[src/rtl/alu4_pkg.sv]
package alu4_pkg;

   typedef enum logic [1:0] {
      OPC_ADD = 2'b00,
      OPC_OR  = 2'b01,
      OPC_AND = 2'b10,
      OPC_EQ  = 2'b11
   } alu_opc_e;

   typedef enum logic [1:0] {
      SUM_BEHAV  = 2'b00,
      SUM_RIPPLE = 2'b01,
      SUM_CSEL   = 2'b10
   } sum_impl_e;

   localparam int unsigned OPC_W = 2;

endpackage

[src/rtl/alu4_adder.sv]
module alu4_adder #(
   parameter int unsigned          WIDTH = 32,
   parameter alu4_pkg::sum_impl_e  IMPL  = alu4_pkg::SUM_CSEL,
   parameter int unsigned          BLK   = 8
) (
   input  logic [WIDTH-1:0] in_x,
   input  logic [WIDTH-1:0] in_y,
   output logic [WIDTH-1:0] sum,
   output logic             cout
);

   localparam int unsigned NBLK = (BLK == 0) ? 1 : WIDTH / BLK;

   generate
      if (WIDTH < 2) begin : g_bad_width
         $error("alu4_adder: WIDTH must be at least 2");
      end

      if (IMPL == alu4_pkg::SUM_BEHAV) begin : g_behav
         logic [WIDTH:0] full;
         assign full = {1'b0, in_x} + {1'b0, in_y};
         assign sum  = full[WIDTH-1:0];
         assign cout = full[WIDTH];
      end
      else if (IMPL == alu4_pkg::SUM_RIPPLE) begin : g_ripple
         logic [WIDTH:0] cy;
         assign cy[0] = 1'b0;
         for (genvar i = 0; i < WIDTH; i++) begin : g_bit
            logic prop;
            assign prop      = in_x[i] ^ in_y[i];
            assign sum[i]    = prop ^ cy[i];
            assign cy[i+1]   = (in_x[i] & in_y[i]) | (cy[i] & prop);
         end
         assign cout = cy[WIDTH];
      end
      else begin : g_csel
         if (BLK == 0 || (WIDTH % BLK) != 0) begin : g_bad_blk
            $error("alu4_adder: BLK must divide WIDTH for carry-select");
         end
         logic [NBLK:0] bcy;
         assign bcy[0] = 1'b0;
         for (genvar j = 0; j < NBLK; j++) begin : g_blk
            logic [BLK:0] s_lo;
            logic [BLK:0] s_hi;
            assign s_lo = {1'b0, in_x[j*BLK +: BLK]} + {1'b0, in_y[j*BLK +: BLK]};
            assign s_hi = {1'b0, in_x[j*BLK +: BLK]} + {1'b0, in_y[j*BLK +: BLK]}
                        + {{BLK{1'b0}}, 1'b1};
            assign sum[j*BLK +: BLK] = bcy[j] ? s_hi[BLK-1:0] : s_lo[BLK-1:0];
            assign bcy[j+1]          = bcy[j] ? s_hi[BLK]     : s_lo[BLK];
         end
         assign cout = bcy[NBLK];
      end
   endgenerate

endmodule

[src/rtl/alu4_logic.sv]
module alu4_logic #(
   parameter int unsigned WIDTH = 32
) (
   input  logic [WIDTH-1:0] in_x,
   input  logic [WIDTH-1:0] in_y,
   output logic [WIDTH-1:0] or_out,
   output logic [WIDTH-1:0] and_out,
   output logic [WIDTH-1:0] eq_out
);

   logic [WIDTH-1:0] diff_bits;
   logic             same;

   generate
      if (WIDTH < 2) begin : g_bad_width
         $error("alu4_logic: WIDTH must be at least 2");
      end
      for (genvar i = 0; i < WIDTH; i++) begin : g_bit
         assign or_out[i]    = in_x[i] | in_y[i];
         assign and_out[i]   = in_x[i] & in_y[i];
         assign diff_bits[i] = in_x[i] ^ in_y[i];
      end
   endgenerate

   assign same   = ~|diff_bits;
   assign eq_out = {{(WIDTH-1){1'b0}}, same};

   always_comb begin
      a_r4_eq_upper_clear: assert (eq_out[WIDTH-1:1] == '0)
         else $error("R4: equals output has upper bits set");
   end

endmodule

[src/rtl/alu4_flags.sv]
module alu4_flags #(
   parameter int unsigned WIDTH = 32
) (
   input  logic [WIDTH-1:0] sel_val,
   input  logic             is_add,
   input  logic             add_cout,
   output logic             f_neg,
   output logic             f_zero,
   output logic             f_carry
);

   generate
      if (WIDTH < 2) begin : g_bad_width
         $error("alu4_flags: WIDTH must be at least 2");
      end
   endgenerate

   assign f_neg   = sel_val[WIDTH-1];
   assign f_zero  = (sel_val == '0);
   assign f_carry = is_add & add_cout;

endmodule

[src/rtl/alu4_core.sv]
module alu4_core #(
   parameter int unsigned         WIDTH    = 32,
   parameter alu4_pkg::sum_impl_e SUM_IMPL = alu4_pkg::SUM_CSEL,
   parameter int unsigned         SUM_BLK  = 8
) (
   input  logic [WIDTH-1:0]             op_a,
   input  logic [WIDTH-1:0]             op_b,
   input  logic [alu4_pkg::OPC_W-1:0]   opcode,
   output logic [WIDTH-1:0]             result,
   output logic                         flag_neg,
   output logic                         flag_zero,
   output logic                         flag_carry
);

   import alu4_pkg::*;

   logic [WIDTH-1:0] sum_v;
   logic             sum_c;
   logic [WIDTH-1:0] or_v;
   logic [WIDTH-1:0] and_v;
   logic [WIDTH-1:0] eq_v;
   logic [WIDTH-1:0] pick;
   alu_opc_e         opc;

   generate
      if (WIDTH < 2) begin : g_bad_width
         $error("alu4_core: WIDTH must be at least 2");
      end
   endgenerate

   assign opc = alu_opc_e'(opcode);

   alu4_adder #(.WIDTH(WIDTH), .IMPL(SUM_IMPL), .BLK(SUM_BLK)) u_add (
      .in_x (op_a),
      .in_y (op_b),
      .sum  (sum_v),
      .cout (sum_c)
   );

   alu4_logic #(.WIDTH(WIDTH)) u_logic (
      .in_x    (op_a),
      .in_y    (op_b),
      .or_out  (or_v),
      .and_out (and_v),
      .eq_out  (eq_v)
   );

   always_comb begin
      unique case (opc)
         OPC_ADD: pick = sum_v;
         OPC_OR:  pick = or_v;
         OPC_AND: pick = and_v;
         OPC_EQ:  pick = eq_v;
         default: pick = '0;
      endcase
   end

   alu4_flags #(.WIDTH(WIDTH)) u_flags (
      .sel_val  (pick),
      .is_add   (opc == OPC_ADD),
      .add_cout (sum_c),
      .f_neg    (flag_neg),
      .f_zero   (flag_zero),
      .f_carry  (flag_carry)
   );

   assign result = pick;

   always_comb begin
      if (opc == OPC_ADD) begin
         a_r1_sum_matches: assert ({flag_carry, result} == ({1'b0, op_a} + {1'b0, op_b}))
            else $error("R1/R7: adder output disagrees with arithmetic sum");
      end
      if (opc == OPC_EQ) begin
         a_r4_eq_bit: assert (result[0] == (op_a == op_b))
            else $error("R4: equals bit wrong");
      end
      if (opc != OPC_ADD) begin
         a_r7_carry_quiet: assert (!flag_carry)
            else $error("R7: carry set outside add");
      end
      a_r6_neg_top: assert (flag_neg == result[WIDTH-1])
         else $error("R6: negative flag differs from top bit");
      a_r5_zero_any: assert (flag_zero == (result == '0))
         else $error("R5: zero flag differs from result");
   end

endmodule

[config.mk]
export PLATFORM = sky130hd
export DESIGN_NAME = alu4_core
export DESIGN_NICKNAME = d
export VERILOG_FILES = /design/src/rtl/alu4_pkg.sv /design/src/rtl/alu4_adder.sv /design/src/rtl/alu4_logic.sv /design/src/rtl/alu4_flags.sv /design/src/rtl/alu4_core.sv
export SDC_FILE = /design/constraint.sdc
export NUM_CORES = 1
export LEC_CHECK = 0
export BUFFER_PORTS_ARGS = -buffer_cell sky130_fd_sc_hd__buf_4
export CORE_MARGIN = 3
export CORE_UTILIZATION = 55
export DETAILED_ROUTE_END_ITERATION = 10
export GPL_TIMING_DRIVEN = 0
export PLACE_DENSITY = 0.84
export SLEW_MARGIN = 0
export SYNTH_ARGS = -nofsm -noshare
export SYNTH_HDL_FRONTEND = slang
export SYNTH_SLANG_ARGS = --single-unit
[constraint.sdc]
create_clock -name vclk -period 11.5
set_clock_uncertainty 0.2 [all_clocks]
set_input_delay 2.875 -clock vclk [all_inputs]
set_output_delay 2.875 -clock vclk [all_outputs]
set_load 0.02 [all_outputs]
## Yosys cells after proc, flatten, opt, wreduce, memory -nomap -nowiden

Cells that the tools add are included.

| storage, ports and cells | value |
|---|---|
| flip-flop bits (word level) | 0 |
| latch bits | 0 |
| memory bits (writable) | 0 |
| bits in read-only memories | 0 |
| bits of input ports | 66 |
| memories kept | 0 |

| operators by class | value |
|---|---|
| add/sub/neg operators | 7 |
| multipliers | 0 |
| divide/modulo/power cells | 0 |
| order comparisons | 0 |
| equality and inequality tests | 3 |
| shift-type cells | 0 |
| multiplexer cells | 7 |
| bitwise operators | 97 |
| reductions and logical operators | 4 |

Operator list:

| kind | number |
|---|---|
| $pmux W32 S4 | 1 |
| $add A8 B8 Y9 | 4 |
| $and A1 B1 Y1 | 33 |
| $logic_not A32 Y1 | 1 |
| $or A1 B1 Y1 | 32 |
| $reduce_or A32 Y1 | 1 |
| $xor A1 B1 Y1 | 32 |
| $add A9 B1 Y9 const B | 3 |
| $mux W8 | 3 |
| $eq A2 B2 Y1 const B | 2 |
| $mux W1 | 3 |
| $eq A2 B1 Y1 const B | 1 |
| $logic_not A2 Y1 | 1 |
| $logic_not A1 Y1 | 1 |

## Depth between registers and ports, before layout

| logic depth | value |
|---|---|
| word-level depth | 7 |
| mapped depth | 15 |
| gate-level depth less buffers | 13 |

## Cells and area by module

From an unflattened synthesis, not the netlist that was laid out.

| second synthesis, totals | value |
|---|---|
| cell total of the unflattened synthesis | 509 |
| area, all modules | 4,300.4 um2 |

By module, submodules not included:

| module | times used | cells an instance | area each (um2) | seq. area each (um2) |
|---|---|---|---|---|
| alu4_adder | 1 | 251 | 1,910.6 | 0.0 |
| alu4_logic | 1 | 204 | 1,477.7 | 0.0 |
| alu4_core | 1 | 41 | 825.8 | 0.0 |
| alu4_flags | 1 | 13 | 86.3 | 0.0 |

## Worst setup path after synthesis

Ideal clock, no wire load.

| path | value |
|---|---|
| path type | in2out |
| start point | in op_a[8] |
| end point | out flag_zero |
| arrival | 6,645 ps |
| path slack | 1,780 ps |
| stages on the path | 13 |
| path buffers | 0 |
| cell sequence | ha_1 fa_1 a21o_1 a211oi_1 nor4_4 nand2_1 xnor2_1 o221ai_1 or4b_1 or4_1 nor4_2 nand4bb_1 nor4b_2 |

| on the way | value |
|---|---|
| elaborated cells on any way between the ends | 14 |

RTL lines:

| item | line | RTL |
|---|---|---|
| start: declaration | alu4_core.sv:6 | `input logic [WIDTH-1:0] op_a,` |
| $add A8 B8 Y9 (*) | alu4_adder.sv:45, alu4_adder.sv:46 |  |
| $add A9 B1 Y9 | alu4_adder.sv:47 | `+ {{BLK{1'b0}}, 1'b1};` |
| $mux W8 (*) | alu4_adder.sv:48 | `assign sum[j*BLK +: BLK] = bcy[j] ? s_hi[BLK-1:0] : s_lo[BLK-1:0];` |
| $pmux W32 S4 (*) | alu4_core.sv:49 | `unique case (opc)` |
| via result[13] | alu4_core.sv:9 | `output logic [WIDTH-1:0] result,` |
| $logic_not A32 Y1 (*) | alu4_flags.sv:19 | `assign f_zero = (sel_val == '0);` |
| end: declaration | alu4_core.sv:11 | `output logic flag_zero,` |

Mark *: on every way through the listed nets, which the timed path passes. The rest lies on a longest branch.

## Worst setup path in the final report

| path | value |
|---|---|
| start point | in op_a[0] |
| end point | out flag_zero |

| on the way | value |
|---|---|
| cells in the longest elaborated chain, start to end | 6 |
| elaborated cells on any way between the ends | 13 |

RTL lines:

| item | line | RTL |
|---|---|---|
| $add A8 B8 Y9 | - |  |
| $mux W1 (2 in a row) | alu4_adder.sv:49 | `assign bcy[j+1] = bcy[j] ? s_hi[BLK] : s_lo[BLK];` |
| $mux W8 | alu4_adder.sv:48 |  |
| $pmux W32 S4 (*) | alu4_core.sv:49 |  |
| $logic_not A32 Y1 (*) | alu4_flags.sv:19 |  |

Every way passes the cells marked *; elsewhere a longest branch is shown, timed or not.

==> qor.txt <==
first-pass GRT wire length - 16200 µm
Yosys cell types - 71
Final Net Count - 722
worst hold-check path type - in2out
Final Hold Fails - 0
Endpoint, Worst Hold - result[2]
maximum vdd drop - 0.0290 mV
largest area contributor in the netlist - ha_1
vias per inst - 5.92
sequential-to-total area share from yosys stat - 0%
layout cells sized above 1 - 22.1%
Worst-Margin Slew - 0.968 ns
Hold Crit Start - opcode[1]
Pre-antenna DRT Iters - 5
Max-Cap Viols - 0
synth warn - 0
Initial Util - 57.7%
Arr. time, crit path - 7.03 ns
FF+latch area - 0 µm²
Worst Path Class, Setup - in2out
number of global-route vias before repair - 3600
Die Area - 0.00727 mm²
Power, Total - 0.000243 W
result of the run - completed
# resized after CTS - 0
worst path required time - 8.43 ns
GPL Wtd Cong - 0.900
grt total ovfl - 0
top cell type's share of synthesized area - 24.2%
setup repair bufs after CTS - 0
Post-Syn Area - 0.00346 mm²
Row Count - 28
GRT Util Overall - 26.2%
input/output buffers - 99
Relative slew margins - 34.6%
clkbuf count - 0
hold depth - 3
final period utilization - 87.8%
Mapped Nets - 621
Critical Path Source Type - primary input
FILL cells - 528
largest net degree at the start of global routing - 11
Leakage - 2.21 nW
Core Area - 0.00599 mm²
via count - 3898
WHS - 5.99 ns
fmax - 99.0 MHz
hold buffers post-CTS - 0
CP Capture Type - primary output
# diodes - 0
area delta synth->final - 24.2%
fin util - 71.7%
Syn Inst Count - 484
final wirelength - 10000 µm
Remaining DRCs - 0
Iter 0 DRT Violations - 276
initial antenna violation count - 0
final setup violation count - 0
Die Width - 85.3 µm
Area contributors post-synth - ha_1 (24%), inv_1 (7.9%), xnor2_1 (5.8%)
Pins Over Slew Limit - 0
Seq cells - 0
placed wire-length estimate - 8410 µm
count of antenna-violating nets left after detailed routing - 0
critical path peak fanout - 3
setup_tns - 0 ns
minimum clock period - 10.10 ns
Wirelength per Cell - 15.3 µm
Top Ports - 101
Mean Syn Cell Area - 7.14 µm²
die extent in y - 85.3 µm
RSZ-0062 raised after global routing - false
PD cells - 56.6 mW/mm²
## cell type report
cell class	count	area, µm²	share of cell area [%]
multi-input cells	392	3060	71.2
repair buffers	99	743	17.3
inverters	73	274	6.38
plain buffers	19	125	2.91
well taps	75	93.8	2.19
## per-layer routing
layer	track usage [%]	wire length (µm)
met1	35.3	4370
met2	46.0	4800
met3	1.46	722
met4	5.18	151
met5	0	0
## metrics by stage
stage | area (µm²) | cells | worst slack, ns
finish | 4290 | 658 | 1.40
detailed placement | 4290 | 658 | 1.47
CTS | 4290 | 658 | 1.45
floorplan | 3460 | 484 | 1.78
global route | 4290 | 658 | 1.06
global placement | 4290 | 658 | 1.46
## where the power goes
group / switching [W] / internal [W] / leakage, nW / total [W]
combinational: 0.000138 / 0.000105 / 2.21 / 0.000243
clock: 0 / 0 / 0 / 0
sequential: 0 / 0 / 0 / 0
total: 0.000138 / 0.000105 / 2.21 / 0.000243
## layout by cell type (no fill, tap or decap), drive strengths merged, types with 3 or more instances in the layout
master  instances
nor3           11
nand3          14
xnor2          23
nand2b          6
a21o           13
or4             5
or3             3
o21bai          5
nor4            9
clkbuf          4
o211ai          6
inv            73
a21oi          26
o221ai         16
a211oi          9
nand2          45
buf           114
mux2i           8
xor2           16
nand4           7
nor2           25
o21ai          28
fa              4
ha             67
o31ai           3
and3            8
## Yosys cell counts (6+ instances only)
cell type and n:
xor2_1 15, nand3_1 14, nor2_1 24, nor4_1 7
xnor2_1 23, inv_1 73, o21ai_0 25, o221ai_1 16
nand2_1 45, nand4_1 6, a211oi_1 9, buf_2 6
nand2b_1 6, nor3_1 11, o211ai_1 6, a21oi_1 26
and3_1 8, ha_1 67, mux2i_1 8, a21o_1 13
## worst max path at each step
stage,slack (ns),depth (start not counted),endpoint,startpoint
finish,1.40,14,flag_zero,op_a[0]
CTS,1.45,14,flag_zero,op_a[0]
global placement,1.46,15,flag_zero,op_a[8]
floorplan,1.78,13,flag_zero,op_a[8]
global route,1.06,14,flag_zero,op_a[8]
detailed placement,1.47,14,flag_zero,op_a[0]
## critical path: stages
cell,delay (ns)
buf_4,0.11
ha_1,0.24
fa_1,0.46
a211oi_1,0.39
o21ai_1,0.14
xnor2_1,0.15
o221ai_1,0.13
or4_1,0.56
or4b_1,0.50
or4_1,0.54
nor4_2,0.27
nand4bb_1,0.20
nor4b_2,0.28
buf_4,0.18
## logic make-up (layout without fill, tap and decap cells)
kind of cell             count (synthesis)  after routing  share of synthesized area [%]
XOR/XNOR                                40             40                           10.7
AO/OA/AOI/OAI                          121            121                           24.4
buffers and inverters                   92            191                           11.5
AND/OR/NAND/NOR                        150            150                           23.7
multiplexers                            10             10                           3.08
adder cells (fa/ha/maj)                 71             71                           26.6
Power figures use the tool's default switching activity.
